--- src/rtl/hpi_pkg.sv ---
package hpi_pkg;
  localparam int WORD_W = 16;

  typedef enum logic [3:0] {
    OP_RD   = 4'd0,
    OP_WR   = 4'd1,
    OP_BRD  = 4'd2,
    OP_BWR  = 4'd3,
    OP_MBRD = 4'd4,
    OP_MBWR = 4'd5,
    OP_STAT = 4'd6,
    OP_SET  = 4'd7,
    OP_CLR  = 4'd8
  } hpi_op_e;

  typedef enum logic [1:0] {
    IDX_DATA = 2'd0,
    IDX_MBOX = 2'd1,
    IDX_ADDR = 2'd2,
    IDX_STAT = 2'd3
  } hpi_idx_e;

  function automatic logic [WORD_W-1:0] swap16(input logic [WORD_W-1:0] w);
    return {w[7:0], w[15:8]};
  endfunction
endpackage

--- src/rtl/hpi_gap_timer.sv ---
module hpi_gap_timer #(
  parameter int GAP_CYC = 6
) (
  input  logic clk_i,
  input  logic rst_ni,
  input  logic load_i,
  output logic ok_o
);
  localparam int GW = (GAP_CYC > 1) ? $clog2(GAP_CYC + 1) : 1;

  logic [GW-1:0] cnt_q;

  // loaded on the last strobe cycle, reaches zero after GAP_CYC idle cycles
  always_ff @(posedge clk_i or negedge rst_ni) begin
    if (!rst_ni)             cnt_q <= '0;
    else if (load_i)         cnt_q <= GW'(GAP_CYC - 1);
    else if (cnt_q != '0)    cnt_q <= cnt_q - 1'b1;
  end

  assign ok_o = (cnt_q == '0);
endmodule

--- src/rtl/hpi_bus_cycle.sv ---
module hpi_bus_cycle
  import hpi_pkg::*;
#(
  parameter int ADDR_W     = 4,
  parameter int STRIDE     = 2,
  parameter int STROBE_CYC = 2,
  parameter int GAP_CYC    = 6
) (
  input  logic              clk_i,
  input  logic              rst_ni,
  input  logic              start_i,
  input  hpi_idx_e          idx_i,
  input  logic              we_i,
  input  logic [WORD_W-1:0] wdata_i,
  output logic              ready_o,
  output logic              done_o,
  output logic [WORD_W-1:0] rdata_o,
  output logic              bus_cs_no,
  output logic              bus_rd_no,
  output logic              bus_wr_no,
  output logic [ADDR_W-1:0] bus_addr_o,
  output logic [WORD_W-1:0] bus_dq_o,
  output logic              bus_dq_oe_o,
  input  logic [WORD_W-1:0] bus_dq_i
);
  localparam int SW = (STROBE_CYC > 1) ? $clog2(STROBE_CYC) : 1;

  typedef enum logic [1:0] {CY_IDLE, CY_PEND, CY_STRB} cy_e;

  cy_e               st_q;
  hpi_idx_e          idx_q;
  logic              we_q, done_q;
  logic [WORD_W-1:0] wd_q, rd_q;
  logic [SW-1:0]     scnt_q;
  logic              gap_ok, strobe, last;

  assign strobe = (st_q == CY_STRB);
  assign last   = strobe && (scnt_q == '0);

  hpi_gap_timer #(.GAP_CYC(GAP_CYC)) u_gap (
    .clk_i  (clk_i),
    .rst_ni (rst_ni),
    .load_i (last),
    .ok_o   (gap_ok)
  );

  always_ff @(posedge clk_i or negedge rst_ni) begin
    if (!rst_ni) begin
      st_q   <= CY_IDLE;
      idx_q  <= IDX_DATA;
      we_q   <= 1'b0;
      wd_q   <= '0;
      rd_q   <= '0;
      scnt_q <= '0;
      done_q <= 1'b0;
    end else begin
      done_q <= 1'b0;
      unique case (st_q)
        CY_IDLE: if (start_i) begin
          idx_q <= idx_i;
          we_q  <= we_i;
          wd_q  <= wdata_i;
          st_q  <= CY_PEND;
        end
        CY_PEND: if (gap_ok) begin
          scnt_q <= SW'(STROBE_CYC - 1);
          st_q   <= CY_STRB;
        end
        CY_STRB: begin
          if (last) begin
            if (!we_q) rd_q <= bus_dq_i;
            done_q <= 1'b1;
            st_q   <= CY_IDLE;
          end else begin
            scnt_q <= scnt_q - 1'b1;
          end
        end
        default: st_q <= CY_IDLE;
      endcase
    end
  end

  assign ready_o     = (st_q == CY_IDLE);
  assign done_o      = done_q;
  assign rdata_o     = rd_q;
  assign bus_cs_no   = !strobe;
  assign bus_rd_no   = !(strobe && !we_q);
  assign bus_wr_no   = !(strobe && we_q);
  assign bus_addr_o  = ADDR_W'(int'(idx_q) * STRIDE);
  assign bus_dq_o    = wd_q;
  assign bus_dq_oe_o = we_q && (st_q != CY_IDLE);
endmodule

--- src/rtl/hpi_access_master.sv ---
module hpi_access_master
  import hpi_pkg::*;
#(
  parameter int ADDR_W     = 4,
  parameter int STRIDE     = 2,
  parameter int STROBE_CYC = 2,
  parameter int GAP_CYC    = 6,
  parameter int LEN_W      = 8,
  parameter bit SWAP_BURST = 1'b1
) (
  input  logic              clk_i,
  input  logic              rst_ni,
  input  logic              req_valid_i,
  output logic              req_ready_o,
  input  logic [3:0]        req_op_i,
  input  logic [15:0]       req_addr_i,
  input  logic [15:0]       req_wdata_i,
  input  logic [LEN_W-1:0]  req_len_i,
  input  logic [15:0]       bwr_data_i,
  output logic              bwr_take_o,
  output logic              beat_o,
  output logic              done_o,
  output logic [15:0]       rd_data_o,
  output logic              bus_cs_no,
  output logic              bus_rd_no,
  output logic              bus_wr_no,
  output logic [ADDR_W-1:0] bus_addr_o,
  output logic [15:0]       bus_dq_o,
  output logic              bus_dq_oe_o,
  input  logic [15:0]       bus_dq_i
);
  typedef enum logic [2:0] {SQ_IDLE, SQ_ADDR, SQ_DATA, SQ_WADDR, SQ_WDATA} sq_e;

  sq_e               sq_q;
  hpi_op_e           op_q;
  logic [15:0]       addr_q, wd_q, rmw_q, rd_q;
  logic [LEN_W-1:0]  left_q;
  logic              issued_q, done_q, beat_q;

  logic              cyc_start, cyc_ready, cyc_done, cyc_we;
  hpi_idx_e          cyc_idx;
  logic [15:0]       cyc_wd, cyc_rd, burst_wd, burst_rd;
  logic              is_burst;

  assign is_burst = (op_q == OP_BRD) || (op_q == OP_BWR);
  assign burst_wd = SWAP_BURST ? swap16(bwr_data_i) : bwr_data_i;
  assign burst_rd = SWAP_BURST ? swap16(cyc_rd) : cyc_rd;

  always_comb begin
    cyc_idx = IDX_DATA;
    cyc_we  = 1'b0;
    cyc_wd  = '0;
    unique case (sq_q)
      SQ_ADDR, SQ_WADDR: begin
        cyc_idx = IDX_ADDR;
        cyc_we  = 1'b1;
        cyc_wd  = addr_q;
      end
      SQ_DATA: begin
        unique case (op_q)
          OP_MBRD: cyc_idx = IDX_MBOX;
          OP_MBWR: begin cyc_idx = IDX_MBOX; cyc_we = 1'b1; cyc_wd = wd_q; end
          OP_STAT: cyc_idx = IDX_STAT;
          OP_WR:   begin cyc_we = 1'b1; cyc_wd = wd_q; end
          OP_BWR:  begin cyc_we = 1'b1; cyc_wd = burst_wd; end
          default: cyc_we = 1'b0;
        endcase
      end
      SQ_WDATA: begin
        cyc_we = 1'b1;
        cyc_wd = (op_q == OP_SET) ? (rmw_q | wd_q) : (rmw_q & ~wd_q);
      end
      default: cyc_we = 1'b0;
    endcase
  end

  assign cyc_start  = (sq_q != SQ_IDLE) && !issued_q && cyc_ready;
  assign bwr_take_o = cyc_start && (sq_q == SQ_DATA) && (op_q == OP_BWR);

  always_ff @(posedge clk_i or negedge rst_ni) begin
    if (!rst_ni) begin
      sq_q     <= SQ_IDLE;
      op_q     <= OP_RD;
      addr_q   <= '0;
      wd_q     <= '0;
      rmw_q    <= '0;
      rd_q     <= '0;
      left_q   <= '0;
      issued_q <= 1'b0;
      done_q   <= 1'b0;
      beat_q   <= 1'b0;
    end else begin
      done_q <= 1'b0;
      beat_q <= 1'b0;
      if (cyc_start) issued_q <= 1'b1;
      unique case (sq_q)
        SQ_IDLE: if (req_valid_i) begin
          op_q   <= hpi_op_e'(req_op_i);
          addr_q <= req_addr_i;
          wd_q   <= req_wdata_i;
          left_q <= req_len_i;
          sq_q   <= (req_op_i inside {OP_MBRD, OP_MBWR, OP_STAT}) ? SQ_DATA : SQ_ADDR;
        end
        SQ_ADDR: if (cyc_done) begin
          issued_q <= 1'b0;
          if (is_burst && left_q == '0) begin
            sq_q   <= SQ_IDLE;
            done_q <= 1'b1;
          end else begin
            sq_q <= SQ_DATA;
          end
        end
        SQ_DATA: if (cyc_done) begin
          issued_q <= 1'b0;
          if (!cyc_we) rd_q <= (op_q == OP_BRD) ? burst_rd : cyc_rd;
          if (op_q == OP_BRD) beat_q <= 1'b1;
          if (is_burst && left_q > LEN_W'(1)) begin
            left_q <= left_q - 1'b1;
          end else if (op_q == OP_SET || op_q == OP_CLR) begin
            rmw_q <= cyc_rd;
            sq_q  <= SQ_WADDR;
          end else begin
            sq_q   <= SQ_IDLE;
            done_q <= 1'b1;
          end
        end
        SQ_WADDR: if (cyc_done) begin
          issued_q <= 1'b0;
          sq_q     <= SQ_WDATA;
        end
        SQ_WDATA: if (cyc_done) begin
          issued_q <= 1'b0;
          sq_q     <= SQ_IDLE;
          done_q   <= 1'b1;
        end
        default: sq_q <= SQ_IDLE;
      endcase
    end
  end

  hpi_bus_cycle #(
    .ADDR_W     (ADDR_W),
    .STRIDE     (STRIDE),
    .STROBE_CYC (STROBE_CYC),
    .GAP_CYC    (GAP_CYC)
  ) u_cyc (
    .clk_i       (clk_i),
    .rst_ni      (rst_ni),
    .start_i     (cyc_start),
    .idx_i       (cyc_idx),
    .we_i        (cyc_we),
    .wdata_i     (cyc_wd),
    .ready_o     (cyc_ready),
    .done_o      (cyc_done),
    .rdata_o     (cyc_rd),
    .bus_cs_no   (bus_cs_no),
    .bus_rd_no   (bus_rd_no),
    .bus_wr_no   (bus_wr_no),
    .bus_addr_o  (bus_addr_o),
    .bus_dq_o    (bus_dq_o),
    .bus_dq_oe_o (bus_dq_oe_o),
    .bus_dq_i    (bus_dq_i)
  );

  assign req_ready_o = (sq_q == SQ_IDLE);
  assign done_o      = done_q;
  assign beat_o      = beat_q;
  assign rd_data_o   = rd_q;
endmodule

--- config.mk ---
export PLATFORM = sky130hd
export DESIGN_NAME = hpi_access_master
export DESIGN_NICKNAME = d
export VERILOG_FILES = /design/src/rtl/hpi_pkg.sv /design/src/rtl/hpi_gap_timer.sv /design/src/rtl/hpi_bus_cycle.sv /design/src/rtl/hpi_access_master.sv
export SDC_FILE = /design/constraint.sdc
export NUM_CORES = 1
export LEC_CHECK = 0
export ABC_AREA = 0
export BUFFER_PORTS_ARGS = -buffer_cell sky130_fd_sc_hd__buf_2
export CORE_ASPECT_RATIO = 1.5
export CORE_MARGIN = 2
export CORE_UTILIZATION = 50
export DETAILED_ROUTE_END_ITERATION = 8
export GPL_TIMING_DRIVEN = 0
export PLACE_DENSITY = 0.83
export SLEW_MARGIN = 20
export SYNTH_ARGS = -nofsm -noshare
export SYNTH_HDL_FRONTEND = slang
export SYNTH_SLANG_ARGS = --single-unit
--- constraint.sdc ---
create_clock -name clk_i -period 2 [get_ports clk_i]
set_input_delay 0.1 -clock clk_i [delete_from_list [all_inputs] [get_ports clk_i]]
set_output_delay 0.1 -clock clk_i [all_outputs]
set_load 0.02 [all_outputs]
==> Yosys cells after proc, flatten, opt, wreduce, memory -nomap -nowiden <==
Index checks and enable logic that the tools add are counted.
{ "word_totals": {"reg_bits": 124, "in_bits": 79, "output_inout_bits": 44} }
{ "classes": {"n_addsub": 3, "order_cmp": 1, "eq_ne": 28, "n_mux": 46, "bitwise_logic": 7, "reduce_logical": 43} }
{ "ops": {"columns": ["cell", "n"], "rows": [
  ["$pmux W16 S3", 1],
  ["$mux W16", 2],
  ["$pmux W16 S2", 1],
  ["$eq A4 B3 Y1 const B", 7],
  ["$mux W3", 8],
  ["$mux W8", 3],
  ["$mux W1", 17],
  ["$and A16 B16 Y16", 1],
  ["$not A16 Y16", 1],
  ["$or A16 B16 Y16", 1],
  ["$pmux W8 S2", 1],
  ["$pmux W3 S5", 1],
  ["$mux W2", 6],
  ["$ne A2 B1 Y1 const B", 6],
  ["$reduce_and A3 Y1", 4],
  ["$logic_and A1 B1 Y1", 10],
  ["$ne A2 B2 Y1 const B", 5],
  ["$reduce_bool A3 Y1", 3],
  ["$eq A4 B2 Y1 const B", 2],
  ["$gt A8 B1 Y1 const B", 1],
  ["$logic_not A8 Y1", 1],
  ["$pmux W2 S2", 2],
  ["$reduce_and A4 Y1", 2],
  ["$reduce_bool A2 Y1", 4],
  ["23 further kinds", 38]
]} }

==> Depth between registers and ports, before layout <==
{ "depth": {"ltp_word": 6, "mapped_depth": 7, "ltp_nobuf": 6} }

==> By module <==
From an unflattened synthesis, not the netlist that was laid out.
{ "unflattened": {"hier_cells": 498, "area_unflattened_um2": 6170.9} }
{ "modules_own_cells": {"columns": ["mod", "n_inst", "cells_per_inst", "area_each_um2", "seq_area_each_um2"], "rows": [
  ["hpi_access_master", 1, 384, 4420.5, 2052.0],
  ["hpi_bus_cycle", 1, 98, 1576.5, 975.9],
  ["hpi_gap_timer", 1, 16, 173.9, 75.1]
]} }

==> Worst setup path after synthesis <==
No wires, ideal clock.
{ "synth_timing": {"kind": "register to register", "startpoint": "reg sq_q[0]", "endpoint": "reg left_q[1]", "setup_time_ns": 0.128, "arrival_ns": 1.900, "required_time_ns": 1.872, "setup_slack_ns": -0.027, "stages_incl_launch_ff": 6, "path_buffers": 1, "cell_sequence": "dfrtp_1 -> clkbuf_1 -> nor3_2 -> nand2_1 -> o21a_1 -> mux2_1"} }
{ "synth_via": {"elab_chain_cells": 3} }
{ "synth_lines": {"columns": ["item", "line", "rtl"], "rows": [
  ["from (decl)", "hpi_access_master.sv:34", "sq_e sq_q;"],
  ["from (signal assigned)", "hpi_access_master.sv:102", "sq_q <= (req_op_i inside {OP_MBRD, OP_MBWR, OP_STAT}) ? SQ_DATA : SQ_ADDR;"],
  ["$logic_not A3 Y1 (*)", null, null],
  ["net req_ready_o", "hpi_access_master.sv:14", "output logic req_ready_o,"],
  ["$ne A2 B2 Y1 (no line) / $reduce_bool A2 Y1 (equally long branches)", null, null],
  ["$reduce_and A4 Y1 (no line)", null, null],
  ["to (signal assigned)", "hpi_access_master.sv:101", "left_q <= req_len_i;"],
  ["to (signal assigned)", "hpi_access_master.sv:118", "left_q <= left_q - 1'b1;"],
  ["to (decl)", "hpi_access_master.sv:37", "logic [LEN_W-1:0] left_q;"]
]} }
The timed path passes the listed nets; every way through them passes the cells marked *.
A chain may end at the register's enable or synchronous reset.

==> Final worst setup path <==
{ "layout_timing": {"startpoint": "reg sq_q[2]", "endpoint": "out bwr_take_o"} }
{ "layout_via": {"elab_chain_cells": 5} }
{ "layout_lines": {"columns": ["item", "line", "rtl"], "rows": [
  ["$reduce_bool A3 Y1", "hpi_access_master.sv:77", "assign cyc_start = (sq_q != SQ_IDLE) && !issued_q && cyc_ready;"],
  ["$logic_and A1 B1 Y1 (2 in a row)", "hpi_access_master.sv:77", null],
  ["$logic_and A1 B1 Y1 (*) (2 in a row)", "hpi_access_master.sv:78", "assign bwr_take_o = cyc_start && (sq_q == SQ_DATA) && (op_q == OP_BWR);"],
  ["to (decl)", "hpi_access_master.sv:20", "output logic bwr_take_o,"]
]} }
Every way passes the cells marked *; elsewhere a longest branch is shown, timed or not.

==> results.md <==
Outcome
- **status** complete, but fails checks
- **violated checks** setup timing

Logic synthesis
- **cell type with the highest aggregate area in the netlist** dfrtp_1
- **Synth async-reset ratio** 100%
- **synth top area cells** dfrtp_1 (53%), nand2_1 (9.3%), mux2_1 (5.2%)
- **Post-synth EDFFs** 0
- **Cells after Synth** 596
- **total of warnings raised by yosys** 0
- **per-instance average area after synthesis** 9.86 um2
- **flip-flop cell with the highest count after synthesis** dfrtp_1
- **part of the Yosys area used for sequential elements** 52.8%
- **Commonest cells post-synth** nand2_1 (146), dfrtp_1 (124), nor2_1 (31), mux2_1 (27), a21oi_1 (24)
- **distinct cell type count after synthesis** 56
- **leading cell type by number of instances after synthesis** nand2_1
- **number of register bits inferred by synthesis** 124
- **fraction of post-synthesis cell area in the top cell type by area** 52.8%
- **total standard cell area after synthesis** 5880 um2

Critical path
- **count of buffer and inverter cells on the critical path** 3
- **Worst Setup End Kind** output pin
- **Critical Path Start Type** flip-flop
- **Crit path top cell by count** buf_6
- **startpoint of the lowest-slack register-to-register path** sq_q[2]
- **Crit path required time** 1900 ps
- **crit-path max cell delay** 430 ps
- **kind of cell adding the most delay to the critical path** simple AND/OR/NAND/NOR gates
- **CP Cell Sequence** or3b_1 -> buf_6 -> nor4_4 -> buf_6 -> and2_4 -> buf_6
- **first element of the critical path** sq_q[2]
- **Critical Path Slowest Stage Cell** dfrtp_2
- **category of the most critical setup path** flip-flop to output pin
- **top fanout value on the critical path** 4
- **CP Data Arrival Time** 2040 ps

CTS
- **TritonCTS Buffers** 17
- **root buffer cell** clkbuf_16
- **maximum buffer depth of the clock tree** 2
- **CTS tree** yes
- **clk slew on worst S/H paths** 60 ps
- **clk_lat worst skew** 430 ps
- **H-tree Lvls** 4
- **sinks on the clock net** 124

Global routing
- **number of global-route vias before repair** 5844
- **pin count of the biggest net entering global routing** 78
- **initial antenna violation count** 0
- **global router's overall resource usage** 30.2%
- **Remaining Overflow, GRT** 0
- **wire length of the first global-routing pass** 29100 um

Place
- **Detail Placement HPWL** 11800 um
- **I/O Buffers** 120
- **placement-stage cell area** 6710 um2
- **gp weighted congestion** 0.925
- **setup slack after placement** -344 ps

Detailed routing
- **count of TritonRoute iterations in the first routing pass** 6
- **vias** 5799
- **antenna violation net count after detailed routing** 0
- **Iter 0 DRT Violations** 603
- **Vias per Instance** 5.86
- **detailed-route wire length** 18900 um
- **detailed-route wire length per cell** 19.1 um
- **drt drc** 0

STA
- **Period minus WS final** 2140 ps
- **fmax** 468 MHz
- **number of failing setup endpoints in the final timing report** 1
- **setup repair after global routing missed its margin** yes
- **final number of max-transition violations** 0
- **share of the cycle needed by the critical path after routing** 107%
- **Hold Violations, Final** 0
- **final setup margin** -139 ps
- **maximum clock skew at final layout** 10.2 ps
- **Worst Hold Slack** 13.8 ps

Die
- **total die area** 12700 um2
- **count of standard-cell rows** 48
- **core area** 11500 um2
- **die span in y** 137 um
- **Initial Utilization** 51.2%
- **I/O pin total** 123
- **Die Span X** 92.5 um

Final layout
- **layout-stage area growth over the synthesis result** 42.1%
- **Finished Core Util** 72.8%
- **total inserted antenna cells** 0
- **fraction of layout cells with a size suffix above 1** 29.2%
- **post-route cell area** 8350 um2
- **final-stage net count** 910

Power
- **Sequential Power Share** 36.6%
- **combinational share of power** 37.9%
- **switching share of power** 40.3%
- **net switching power figure** 5.07 mW
- **Cell Int Power** 7.52 mW
- **power density of the placed cells** 1510 nW/um2
- **portion of total power attributed to the clock network** 25.5%
- **IR drop worst, VDD** 914 uV
- **leakage dissipation** 3.84 nW

Min path
- **Tightest Hold Check Type** input pin to flip-flop
- **start point of the worst min-delay path** req_len_i[5]

Run
- **max-capacitance violation count** 0

==> cell type report <==
type	count	area, um2
Inverter	11	41.3
Multi-Input combinational cell	423	2670
Buffer	32	188
Timing Repair Buffer	217	1540
Clock buffer	17	425
Sequential cell	124	3110
Tap cell	150	188
Fill cell	713	3120
Clock inverter	15	190
==> metal layers <==
layer  wire length (um)  global-route usage (%)  vias to the layer above  part of all wire [%]
met5                  0                       0                        -                     0
met4               1080                    16.6                        0                   5.7
met3               1380                    6.17                      112                   7.3
met2               9920                    53.7                      387                    52
met1               6530                    33.5                     2766                    35
li1                   -                       -                     2534                     -
==> sequential cells by signal (all words and copies together), names as in the netlist <==
signal / flops
u_cyc.bus_dq_o: 16
sq_q: 3
issued_q: 1
addr_q: 16
wd_q: 16
op_q: 4
u_cyc.u_gap.cnt_q: 3
u_cyc.idx_q: 2
u_cyc.rdata_o: 16
rmw_q: 16
left_q: 8
beat_o: 1
u_cyc.scnt_q: 1
u_cyc.done_o: 1
done_o: 1
rd_data_o: 16
u_cyc.we_q: 1
u_cyc.st_q: 2
==> metrics by stage <==
step / power (mW) / std cells / setup TNS (ps)
2_1_floorplan: 7.15 / 597 / 0
3_3_place_gp: 8.34 / 867 / -81120
3_5_place_dp: 8.59 / 868 / -12100
4_1_cts: 12.1 / 978 / -1580
5_1_grt: 13.2 / 989 / -293
6_report: 12.6 / 989 / -139
==> cell usage in the layout (no fill, tap or decap), types with 17 or more instances in the layout <==
cell type | netlist | routed
nand3_1 | 19 | 19
dlygate4sd3_1 | 0 | 70
buf_4 | 2 | 29
nor2_1 | 31 | 29
mux2_1 | 27 | 27
buf_2 | 10 | 124
clkbuf_16 | 0 | 17
o21ai_0 | 20 | 20
nand2_1 | 146 | 145
a21oi_1 | 24 | 23
nor3b_1 | 18 | 18
a211oi_1 | 17 | 17
dfrtp_1 | 124 | 117
==> final timing paths <==
| path | end | slack (ps) | cells past startpoint |
|---|---|---|---|
| max in group asynchronous | left_q[4] | 1060 | 3 |
| min in group asynchronous | u_cyc.st_q[1] | 190 | 2 |
| hold / removal | left_q[5] | 10 | 3 |
| hold reg to reg | addr_q[1] | 480 | 2 |
| setup / recovery | bwr_take_o | -140 | 6 |
| setup reg to reg | u_cyc.bus_dq_o[12] | 10 | 8 |
==> kinds of logic (layout without fill, tap and decap cells) <==
group	Yosys count	after routing	synth area share, %
adder cells (fa/ha/maj)	5	5	1.06
AND/OR/NAND/NOR	252	252	20.2
multiplexers	49	49	9.05
XOR/XNOR	1	1	0.149
flip-flops	124	124	52.8
other	1	2	0.0638
AO/OA/AOI/OAI	114	114	12.8
buffers and inverters	50	292	3.92
==> power groups by stage <==
stage                     combinational (mW)  clock, mW  sequential [mW]
after floorplan                         2.48          0             4.67
after global placement                  3.91          0             4.44
after detailed placement                4.08          0             4.51
after CTS                               4.39       3.21             4.49
after global routing                    5.16       3.34             4.72
final                                   4.77       3.21             4.62
==> worst register-to-register path, cell delays in order (launching register included) <==
cell and delay, ps:
dfrtp_2 430, or3b_1 390, buf_6 150, nor4_4 240, buf_6 160, buf_4 100
buf_4 160, nand2_1 100, a31oi_1 170
==> timing repair <==
action,in CTS,in global routing
cloned,0,0
pin swaps,3,5
endpoints found under the setup margin,104,108
hold endpoints to repair,116,0
gates resized for setup,22,41
hold buffers,70,0
buffers inserted,10,16
Power figures use the tool's default switching activity.
